===== src/rtl/txep_pkg.sv =====
package txep_pkg;
  localparam logic [2:0] ADR_FADDR  = 3'd0;
  localparam logic [2:0] ADR_TYPE   = 3'd1;
  localparam logic [2:0] ADR_MAXP   = 3'd2;
  localparam logic [2:0] ADR_NAKLIM = 3'd3;
  localparam logic [2:0] ADR_CTRL   = 3'd4;
  localparam logic [2:0] ADR_INTR   = 3'd5;

  localparam logic [1:0] XFER_BULK = 2'b10;

  // control register bit positions
  localparam int CB_AUTORDY = 15;
  localparam int CB_ISO     = 14;
  localparam int CB_TXMODE  = 13;
  localparam int CB_DMAEN   = 12;
  localparam int CB_FRCTOG  = 11;
  localparam int CB_DMAMODE = 10;
  localparam int CB_TOGWE   = 9;
  localparam int CB_TOGVAL  = 8;
  localparam int CB_NAKTO   = 7;
  localparam int CB_TOGCLR  = 6;
  localparam int CB_FLUSH   = 3;
  localparam int CB_OVERRUN = 2;
  localparam int CB_NONEMPTY = 1;
  localparam int CB_READY   = 0;

  localparam int FRAME_W    = 16;
  localparam int NAK_CODE_W = 5;

  // limit code m -> 2^(m-1) frames, 0 -> disabled
  function automatic logic [FRAME_W-1:0] nak_frames(input logic [NAK_CODE_W-1:0] code);
    logic [FRAME_W-1:0] one;
    one = FRAME_W'(1);
    if (code == '0) return '0;
    if (code >= NAK_CODE_W'(FRAME_W)) return one << (FRAME_W - 1);
    return one << (code - NAK_CODE_W'(1));
  endfunction

  // next buffer index in a one- or two-entry ring
  function automatic logic next_buf(input logic sel, input logic two);
    return two ? ~sel : 1'b0;
  endfunction
endpackage


===== src/rtl/txep_buffers.sv =====
module txep_buffers import txep_pkg::*; #(
  parameter int BUF_BYTES = 64,
  parameter int MAXP_W    = 11,
  localparam int CNT_W    = $clog2(BUF_BYTES + 1),
  localparam int PTR_W    = $clog2(BUF_BYTES)
) (
  input  logic              clk,
  input  logic              rst_n,
  input  logic              dbuf,
  input  logic              autoset,
  input  logic [MAXP_W-1:0] maxp,
  input  logic              wr_en,
  input  logic [7:0]        wr_data,
  input  logic              commit_req,
  input  logic              flush_req,
  input  logic              ack,
  input  logic              nak,
  input  logic              rd_en,
  output logic              held,
  output logic [CNT_W-1:0]  act_len,
  output logic [7:0]        rd_data,
  output logic              accept_evt,
  output logic              overrun_evt,
  output logic              commit_evt,
  output logic              pop_evt
);
  logic [7:0]       mem [2][BUF_BYTES];
  logic [CNT_W-1:0] cnt [2];
  logic [1:0]       npk;
  logic             wr_sel, act_sel;
  logic [PTR_W-1:0] rd_ptr;
  logic             full, room;
  logic [MAXP_W-1:0] next_len;

  assign full        = (npk == (dbuf ? 2'd2 : 2'd1));
  assign room        = (cnt[wr_sel] != CNT_W'(BUF_BYTES));
  assign accept_evt  = wr_en && !full && room;
  assign overrun_evt = wr_en && !accept_evt;
  assign next_len    = MAXP_W'(cnt[wr_sel]) + MAXP_W'(1);
  assign commit_evt  = (accept_evt && autoset && (next_len == maxp)) ||
                       (commit_req && !full);
  assign held        = (npk != 2'd0);
  assign pop_evt     = (ack || flush_req) && held;
  assign act_len     = cnt[act_sel];
  assign rd_data     = mem[act_sel][rd_ptr];

  always_ff @(posedge clk) begin
    if (accept_evt) mem[wr_sel][cnt[wr_sel][PTR_W-1:0]] <= wr_data;
  end

  always_ff @(posedge clk) begin
    if (!rst_n) begin
      npk     <= 2'd0;
      wr_sel  <= 1'b0;
      act_sel <= 1'b0;
      rd_ptr  <= '0;
      cnt[0]  <= '0;
      cnt[1]  <= '0;
    end else begin
      if (commit_evt && !pop_evt)      npk <= npk + 2'd1;
      else if (pop_evt && !commit_evt) npk <= npk - 2'd1;
      if (commit_evt) wr_sel  <= next_buf(wr_sel, dbuf);
      if (pop_evt)    act_sel <= next_buf(act_sel, dbuf);
      for (int b = 0; b < 2; b++) begin
        if (accept_evt && wr_sel == 1'(b))             cnt[b] <= cnt[b] + CNT_W'(1);
        if (pop_evt && act_sel == 1'(b))               cnt[b] <= '0;
        if (flush_req && !held && wr_sel == 1'(b))     cnt[b] <= '0;
      end
      if (ack || nak || flush_req) rd_ptr <= '0;
      else if (rd_en && held)      rd_ptr <= rd_ptr + PTR_W'(1);
    end
  end
endmodule


===== src/rtl/txep_toggle.sv =====
module txep_toggle (
  input  logic clk,
  input  logic rst_n,
  input  logic cpu_clr,
  input  logic cpu_load,
  input  logic cpu_val,
  input  logic force_mode,
  input  logic sent,
  input  logic acked,
  output logic tog
);
  logic auto_flip;
  assign auto_flip = force_mode ? sent : acked;

  always_ff @(posedge clk) begin
    if (!rst_n)         tog <= 1'b0;
    else if (cpu_clr)   tog <= 1'b0;
    else if (cpu_load)  tog <= cpu_val;
    else if (auto_flip) tog <= ~tog;
  end
endmodule


===== src/rtl/txep_naktimer.sv =====
module txep_naktimer import txep_pkg::*; (
  input  logic                  clk,
  input  logic                  rst_n,
  input  logic [NAK_CODE_W-1:0] code,
  input  logic                  nak,
  input  logic                  ack,
  input  logic                  clear,
  input  logic                  tick,
  output logic                  timeout_evt,
  output logic                  armed
);
  logic [FRAME_W-1:0] frames, limit;

  assign limit       = nak_frames(code);
  assign timeout_evt = armed && tick && !ack && !clear && (limit != '0) &&
                       ((frames + FRAME_W'(1)) >= limit);

  always_ff @(posedge clk) begin
    if (!rst_n || ack || clear || timeout_evt) begin
      armed  <= 1'b0;
      frames <= '0;
    end else begin
      if (nak && limit != '0) armed <= 1'b1;
      if (armed && tick)      frames <= frames + FRAME_W'(1);
    end
  end
endmodule


===== src/rtl/usb_host_txep.sv =====
module usb_host_txep import txep_pkg::*; #(
  parameter int BUF_BYTES = 64,
  parameter int MAXP_W    = 11,
  localparam int LEN_W    = $clog2(BUF_BYTES + 1)
) (
  input  logic             clk,
  input  logic             rst_n,
  input  logic             reg_we,
  input  logic [2:0]       reg_addr,
  input  logic [15:0]      reg_wdata,
  output logic [15:0]      reg_rdata,
  input  logic             fifo_we,
  input  logic [7:0]       fifo_wdata,
  output logic             eng_req,
  output logic [6:0]       eng_func_addr,
  output logic [3:0]       eng_ep_num,
  output logic [1:0]       eng_speed,
  output logic [LEN_W-1:0] eng_len,
  output logic             eng_toggle,
  input  logic             eng_rd,
  output logic [7:0]       eng_rdata,
  input  logic             eng_sent,
  input  logic             eng_ack,
  input  logic             eng_nak,
  input  logic             frame_tick,
  output logic             irq
);
  logic [6:0]            faddr_q;
  logic [7:0]            type_q;
  logic [MAXP_W-1:0]     maxp_q;
  logic                  dbuf_q;
  logic [NAK_CODE_W-1:0] nakcode_q;
  logic autoset_q, iso_q, mode_q, dmaen_q, frctog_q, dmamode_q;
  logic halt_q, ovr_q, nakto_q, ie_q, pend_q;

  // named internal events
  logic ctrl_wr, intr_wr, flush_evt, resume_evt, commit_req;
  logic tog_clr, tog_load, tog_cpu_wr;
  logic held, pkt_rdy, ack_pop, accept_evt, overrun_evt, commit_evt;
  logic timeout_evt, nak_armed, irq_set;

  assign ctrl_wr    = reg_we && (reg_addr == ADR_CTRL);
  assign intr_wr    = reg_we && (reg_addr == ADR_INTR);
  assign flush_evt  = ctrl_wr && reg_wdata[CB_FLUSH];
  assign resume_evt = ctrl_wr && reg_wdata[CB_READY] && halt_q;
  assign commit_req = ctrl_wr && reg_wdata[CB_READY] && !halt_q;
  assign tog_clr    = ctrl_wr && reg_wdata[CB_TOGCLR];
  assign tog_load   = ctrl_wr && reg_wdata[CB_TOGWE];
  assign tog_cpu_wr = tog_clr || tog_load;

  txep_buffers #(.BUF_BYTES(BUF_BYTES), .MAXP_W(MAXP_W)) u_buf (
    .clk(clk), .rst_n(rst_n), .dbuf(dbuf_q), .autoset(autoset_q), .maxp(maxp_q),
    .wr_en(fifo_we), .wr_data(fifo_wdata), .commit_req(commit_req),
    .flush_req(flush_evt), .ack(eng_ack), .nak(eng_nak), .rd_en(eng_rd),
    .held(held), .act_len(eng_len), .rd_data(eng_rdata),
    .accept_evt(accept_evt), .overrun_evt(overrun_evt),
    .commit_evt(commit_evt), .pop_evt()
  );

  assign ack_pop = eng_ack && held;

  txep_toggle u_tog (
    .clk(clk), .rst_n(rst_n), .cpu_clr(tog_clr), .cpu_load(tog_load),
    .cpu_val(reg_wdata[CB_TOGVAL]), .force_mode(frctog_q),
    .sent(eng_sent), .acked(ack_pop), .tog(eng_toggle)
  );

  txep_naktimer u_nak (
    .clk(clk), .rst_n(rst_n), .code(nakcode_q), .nak(eng_nak), .ack(ack_pop),
    .clear(flush_evt || resume_evt), .tick(frame_tick),
    .timeout_evt(timeout_evt), .armed(nak_armed)
  );

  assign pkt_rdy       = held && !halt_q;
  assign eng_req       = pkt_rdy && mode_q && (type_q[5:4] == XFER_BULK);
  assign eng_func_addr = faddr_q;
  assign eng_ep_num    = type_q[3:0];
  assign eng_speed     = type_q[7:6];
  assign irq_set       = ie_q && (ack_pop || timeout_evt);
  assign irq           = pend_q;

  always_ff @(posedge clk) begin
    if (!rst_n) begin
      faddr_q <= '0; type_q <= '0; maxp_q <= '0; dbuf_q <= 1'b0; nakcode_q <= '0;
      autoset_q <= 1'b0; iso_q <= 1'b0; mode_q <= 1'b0;
      dmaen_q <= 1'b0; frctog_q <= 1'b0; dmamode_q <= 1'b0;
      halt_q <= 1'b0; ovr_q <= 1'b0; nakto_q <= 1'b0; ie_q <= 1'b0; pend_q <= 1'b0;
    end else begin
      if (reg_we) begin
        case (reg_addr)
          ADR_FADDR:  faddr_q   <= reg_wdata[6:0];
          ADR_TYPE:   type_q    <= reg_wdata[7:0];
          ADR_MAXP: begin
            maxp_q <= reg_wdata[MAXP_W-1:0];
            dbuf_q <= reg_wdata[15];
          end
          ADR_NAKLIM: nakcode_q <= reg_wdata[NAK_CODE_W-1:0];
          ADR_CTRL: begin
            autoset_q <= reg_wdata[CB_AUTORDY];
            iso_q     <= reg_wdata[CB_ISO];
            mode_q    <= reg_wdata[CB_TXMODE];
            dmaen_q   <= reg_wdata[CB_DMAEN];
            frctog_q  <= reg_wdata[CB_FRCTOG];
            dmamode_q <= reg_wdata[CB_DMAMODE];
          end
          ADR_INTR:   ie_q <= reg_wdata[0];
          default: ;
        endcase
      end
      if (timeout_evt)                    halt_q <= 1'b1;
      else if (resume_evt || flush_evt)   halt_q <= 1'b0;
      if (overrun_evt)  ovr_q <= 1'b1;
      else if (ctrl_wr) ovr_q <= 1'b0;
      if (timeout_evt)  nakto_q <= 1'b1;
      else if (ctrl_wr) nakto_q <= 1'b0;
      if (irq_set)                         pend_q <= 1'b1;
      else if (intr_wr && reg_wdata[1])    pend_q <= 1'b0;
    end
  end

  always_comb begin
    reg_rdata = '0;
    case (reg_addr)
      ADR_FADDR:  reg_rdata = 16'(faddr_q);
      ADR_TYPE:   reg_rdata = 16'(type_q);
      ADR_MAXP: begin
        reg_rdata     = 16'(maxp_q);
        reg_rdata[15] = dbuf_q;
      end
      ADR_NAKLIM: reg_rdata = 16'(nakcode_q);
      ADR_CTRL: begin
        reg_rdata[CB_AUTORDY]  = autoset_q;
        reg_rdata[CB_ISO]      = iso_q;
        reg_rdata[CB_TXMODE]   = mode_q;
        reg_rdata[CB_DMAEN]    = dmaen_q;
        reg_rdata[CB_FRCTOG]   = frctog_q;
        reg_rdata[CB_DMAMODE]  = dmamode_q;
        reg_rdata[CB_TOGVAL]   = eng_toggle;
        reg_rdata[CB_NAKTO]    = nakto_q;
        reg_rdata[CB_OVERRUN]  = ovr_q;
        reg_rdata[CB_NONEMPTY] = held;
        reg_rdata[CB_READY]    = pkt_rdy;
      end
      ADR_INTR:   reg_rdata = {14'd0, pend_q, ie_q};
      default:    reg_rdata = '0;
    endcase
  end
endmodule


===== config.mk =====
export PLATFORM = sky130hd
export DESIGN_NAME = usb_host_txep
export DESIGN_NICKNAME = d
export VERILOG_FILES = /design/src/rtl/txep_pkg.sv /design/src/rtl/txep_buffers.sv /design/src/rtl/txep_toggle.sv /design/src/rtl/txep_naktimer.sv /design/src/rtl/usb_host_txep.sv
export SDC_FILE = /design/constraint.sdc
export NUM_CORES = 1
export LEC_CHECK = 0
export BUFFER_PORTS_ARGS = -buffer_cell sky130_fd_sc_hd__buf_4
export CAP_MARGIN = 20
export CORE_ASPECT_RATIO = 1.25
export CORE_MARGIN = 5
export CORE_UTILIZATION = 60
export DETAILED_ROUTE_END_ITERATION = 16
export PLACE_DENSITY = 0.73
export SETUP_SLACK_MARGIN = 0.2
export SYNTH_ARGS = -nofsm -noshare
export SYNTH_HDL_FRONTEND = slang
export SYNTH_SLANG_ARGS = --single-unit

===== constraint.sdc =====
create_clock -name clk -period 4.16 [get_ports clk]
set_input_delay 0.832 -clock clk [delete_from_list [all_inputs] [get_ports clk]]
set_output_delay 0.832 -clock clk [all_outputs]
set_load 0.005 [all_outputs]

Word-level counts from Yosys, hierarchy flattened
Memory sizes are Yosys's and may differ from the RTL's. A register that Yosys moved wholly into a read port is not among the register bits.
Cells that the tools add are included.

operators by class
  bitwise operators = 12
  add/subtract/negate cells = 8
  reductions and logical operators = 74
  shifts and indexed selects = 1
  order comparisons = 5
  equality and inequality tests = 9
  muxes and demuxes = 65

operators with widths
  kind                   count
  $mux 512               1
  $mux 16                4
  $bmux 8 s6             1
  $demux 8 s6            1
  $mux 1                 42
  $mux 7                 6
  $logic_and 1x1->1      38
  $mux 8                 3
  $pmux 3 s6             1
  $add 16x1->16 const B  1
  $ge 16x16->1           1
  $pmux 4 s4             1
  $reduce_bool 16->1     1
  $shl 1x5->16 const A   1
  $add 7x1->7 const B    2
  $ge 7x7->1 const B     2
  $not 6->7              2
  $reduce_bool 2->1      7
  $pmux 6 s2             1
  $reduce_and 2->1       6
  $eq 11x11->1           1
  $logic_not 1->1        9
  $logic_or 1x1->1       9
  $add 7x1->8 const B    1
  19 further kinds       32

word-level totals
  register bits after elaboration = 71
  logic and storage cells = 199
  input port bits = 36
  memories kept = 2
  bits in writable memories = 1038
  output and inout port bits = 47

memories
  name       depth  bits a word  read ports  clocked after memory_dff  write ports  line                text
  u_buf.mem  2      512          1           1                         1            txep_buffers.sv:27  logic [7:0] mem [2][BUF_BYTES];
  u_buf.cnt  2      7            4           2                         2            txep_buffers.sv:28  logic [CNT_W-1:0] cnt [2];

Logic depth before layout (Yosys ltp)
  depth in word-level cells = 12
  gate-level depth with buffers = 15
  gate-level depth less buffers = 13

Modules after synthesis
A second synthesis with hierarchy kept.

unflattened totals
  cell total of the unflattened synthesis = 2340
  area, all modules = 45167.1 µm²

modules (own cells, without submodules)
  module         sequential area each (µm²)  cells an instance  instances  area each (µm²)
  txep_buffers   31340.1                     1895               1          41308.4
  usb_host_txep  860.8                       238                1          2152.1
  txep_naktimer  340.3                       200                1          1640.3
  txep_toggle    20.0                        7                  1          66.3

Worst setup path before layout
OpenSTA, ideal clock, no wires.

  kind = register to output
  start point = register u_buf.rd_ptr[0]
  end point = output eng_rdata[5]
  cell stages (with the launch flop) = 8
  buffers on the path = 2
  data required time = 3.328 ns
  slack = 1.016 ns
  arrival time = 2.312 ns
  cells stage by stage = dfxtp_1 -> buf_2 -> buf_1 -> mux4_2 -> mux4_2 -> a22o_1 -> a2111oi_0 -> a21oi_1

on the way
  longest elaborated chain between the ends = 4

RTL lines
  what                                        line                 text
  start, declared                             txep_buffers.sv:31   logic [PTR_W-1:0] rd_ptr;
  start signal, assigned                      txep_buffers.sv:70   else if (rd_en && held) rd_ptr <= rd_ptr + PTR_W'(1);
  $not 6->7 (not written as such)             txep_buffers.sv:45   assign rd_data = mem[act_sel][rd_ptr];
  $bmux 8 s6                                  txep_buffers.sv:45
  $mux 8 (not written as such) (2 in series)  txep_buffers.sv:45
  end, declared                               usb_host_txep.sv:21  output logic [7:0] eng_rdata,

No other way between the ends. The select of a mux whose other input is x is not followed.

==> results by group <==
Logic synthesis
  • Area share of fa/ha/maj cells after synthesis: 0.007000
  • Compound-Gate Fraction of Synth Area: 0.02414
  • Share of the synthesized area in the top cell type: 0.6928
  • Cell Area, Synth: 44690 um^2
  • Main combinational cell family by area after synthesis: multiplexers
  • Mapped Cells: 2332
  • Sequential area share after synthesis: 0.7287
  • Synthesized flop and latch total: 1111
  • Distinct cells, synth: 58
  • Largest cells by area after synthesis: edfxtp_1, mux4_2, dfxtp_1
  • XOR/XNOR Fraction of Synth Area: 0.01156
  • Predominant post-synthesis flop cell: edfxtp_1
  • Post-synthesis mux area share: 0.1677
  • EDFF count, synth: between 1k and 1.5k
  • Simple-Gate Fraction of Synth Area: 0.04516
  • Post-synthesis async set-or-reset flop share: 0
  • Avg Cell Area, Syn: 19.16 um^2
  • Mapped Nets: 2393
  • Synth Warn #: 0
  • Dominant cell type by area after synthesis: edfxtp_1

Cells and area
  • Post-Layout Inst Area: 51960 um^2
  • Commonest non-fill, non-tap cells in the layout: edfxtp_1, mux4_2, buf_4, nor2_1, nand2_1
  • Post-layout net count: 2682
  • Non-Filler Instances: 3664
  • Leading cell type in the layout, fill and taps excluded: edfxtp_1
  • ANT cells: 0
  • Share of cells above drive strength 1: 0.3135
  • Area growth syn-to-layout: 16.28%
  • Post-layout util: 0.6996

STA
  • Max Freq: roughly 0.23 GHz
  • Setup Skew: 0.02341 ns
  • Fin crit share: 1.033
  • Slew Limit Fails: 0
  • Worst Max-Slew Pin Slew: around 1.3 ns
  • Final hold vios: 0
  • RSZ-0062 raised after global routing: yes
  • Min Tclk post-route: ~4.3 ns
  • Slew Limit Headroom: 0.1420
  • # setup viols final: 8
  • Fin worst setup slack: -0.1388 ns

Placed design
  • DP HPWL: approximately 66000 um
  • Placer Congestion: 0.9576
  • IO buf count: 82
  • # placed instances: between 3k and 4k
  • Cell Area, Placed: 47570 um^2

Power and ir drop
  • Pwr Density: 448.5 nW/um^2
  • Worst VDD drop: 0.3230 mV
  • Lkg Pwr: 16.33 nW

Hold path
  • WHS Endpoint: dmaen_q
  • Worst min-delay path category: primary input to register
  • Min-Delay Path Depth: 3
  • Hold path startpoint: reg_wdata[12]

Clock tree
  • Clk_lat worst skew: 0.67 ns
  • CTS tree: done
  • Hold-fix buffers, CTS: 0
  • CTS clk-pin slew, worst paths: 0.06 ns
  • Clock Tree Buf Depth: 3
  • CTS Root Cell: clkbuf_16
  • CTS Buf Count: 99
  • TritonCTS Sinks: 1111
  • H-Tree Depth: 3

Floorplanning
  • Die Y: 315.1 um
  • Die extent in x: 254.1 um
  • Initial core utilization: 0.6017
  • Core Area: between 70000 and 80000 um^2
  • Row Count: 112
  • Die ar.: 80070 um^2
  • Ports: 83

Global route
  • Antenna violations before repair: 0
  • Global route overflow: 0
  • Largest net degree at the start of global routing: 110
  • First-pass GRT wire length: about 160000 um
  • Vias in the first global route: 24.61k
  • Gr usage total: 0.2742

Setup path
  • Worst Reg-to-Reg Cells: 9
  • Arr. time, crit path: 3.47 ns
  • CP Max Fanout: 6
  • CP endpoint kind: output port
  • Required time of the critical path: 3.33 ns
  • Reg2Reg Setup Slack: 0.44 ns
  • Critical Setup Path Class: register to output port
  • Worst R2R End: u_buf.mem[1][477]
  • Critical path startpoint category: register

Drt
  • WL final: about 110000 um
  • Antenna-violating nets left: 0
  • 1st-pass router iterations: 5
  • Detailed router's first-iteration violation count: 2581
  • Vias/cell: between 6 and 7
  • Via count: 23.77k
  • Residual DRC: 0
  • WL/cell: 29.85 um

Outcome
  • Failing checks: negative setup slack
  • Status: finished with violations

Run
  • Max-cap violation count: 0
[worst max path at each step]
stage | slack [ns] | cells after the start | to
after detailed placement | -0.11 | 8 | eng_rdata[0]
after floorplan | 1.02 | 7 | eng_rdata[5]
after global placement | -0.11 | 8 | eng_rdata[0]
after global routing | -0.21 | 9 | eng_rdata[1]
final | -0.14 | 9 | eng_rdata[1]
after CTS | -0.16 | 10 | eng_rdata[0]
[cells in the mapped netlist (all sizes together), types with 12 or more instances]
master,number
a21oi,68
a22oi,15
buf,70
clkbuf,67
dfxtp,80
edfxtp,1031
ha,25
inv,12
mux2i,50
mux4,306
nand2,126
nand3,36
nand4,12
nor2,193
nor2b,22
nor3,23
o21ai,18
xnor2,35
xor2,24
[registers in the layout (all words and copies together), names as in the netlist, 2 cells and up, named ones only]
register / count
u_nak.frames: 16
u_buf.rd_ptr: 6
type_q: 8
u_buf.npk: 2
eng_func_addr: 7
u_buf.mem: 1024
maxp_q: 11
u_buf.cnt: 14
nakcode_q: 5
[metal layers]
layer | vias to the layer above | wire length, um | part of all wire | track usage
met5 | - | 0 | 0 | 0
li1 | 10020 | - | - | -
met1 | 12300 | 39200 | 0.36 | 0.3587
met4 | 0 | 4166 | 0.038 | 0.09753
met2 | 1236 | 57440 | 0.53 | 0.4742
met3 | 210 | 8560 | 0.078 | 0.04348
[cell type report]
class                           instances  area, um^2
Clock buffer                          127        2685
Clock inverter                         48       485.5
Fill cell                            4508       22310
Inverter                               12       45.04
Multi-Input combinational cell       1072       11880
Sequential cell                      1111       32570
Tap cell                              969        1212
Timing Repair Buffer                  325        3078
[worst max-delay path, stage by stage (launching register included)]
cell and delay, ns:
dfxtp_4 0.39, buf_12 0.15, buf_4 0.15, mux4_2 0.52, mux4_2 0.55, a22o_4 0.30, a2111oi_4 0.31, buf_4 0.19
a21oi_1 0.07, buf_4 0.16
[stage by stage]
step	hold slack [ns]	power (mW)	worst slack (ns)	TNS, ns
floorplan	0.4319	13.52	1.016	0
global placement	0.4453	14.34	-0.1134	-0.1906
detailed placement	0.4481	14.39	-0.1131	-0.1858
CTS	0.3932	23.33	-0.1572	-0.8560
global route	0.4187	24.02	-0.2113	-1.319
finish	0.4245	23.30	-0.1388	-0.6658
[where the power goes]
group | switching, mW | internal (mW)
combinational | 1.13 | 0.675
clock | 3.91 | 5.10
sequential | 0.115 | 12.4
[timing repair]
item / in CTS / in global routing
resized for setup: 92 / 24
pin swaps: 12 / 4
setup endpoints to repair: 8 / 12
gates cloned: 7 / 2
setup buffers: 17 / 10
[cells by family (layout without fill, tap and decap cells)]
logic type               after synthesis  in the layout
AO/OA/AOI/OAI                        168            168
XOR/XNOR                              59             59
adder cells (fa/ha/maj)               25             25
buffers and inverters                149            512
flip-flops                          1111           1111
multiplexers                         365            365
AND/OR/NAND/NOR                      455            455
(Power assumes the default switching activity.)
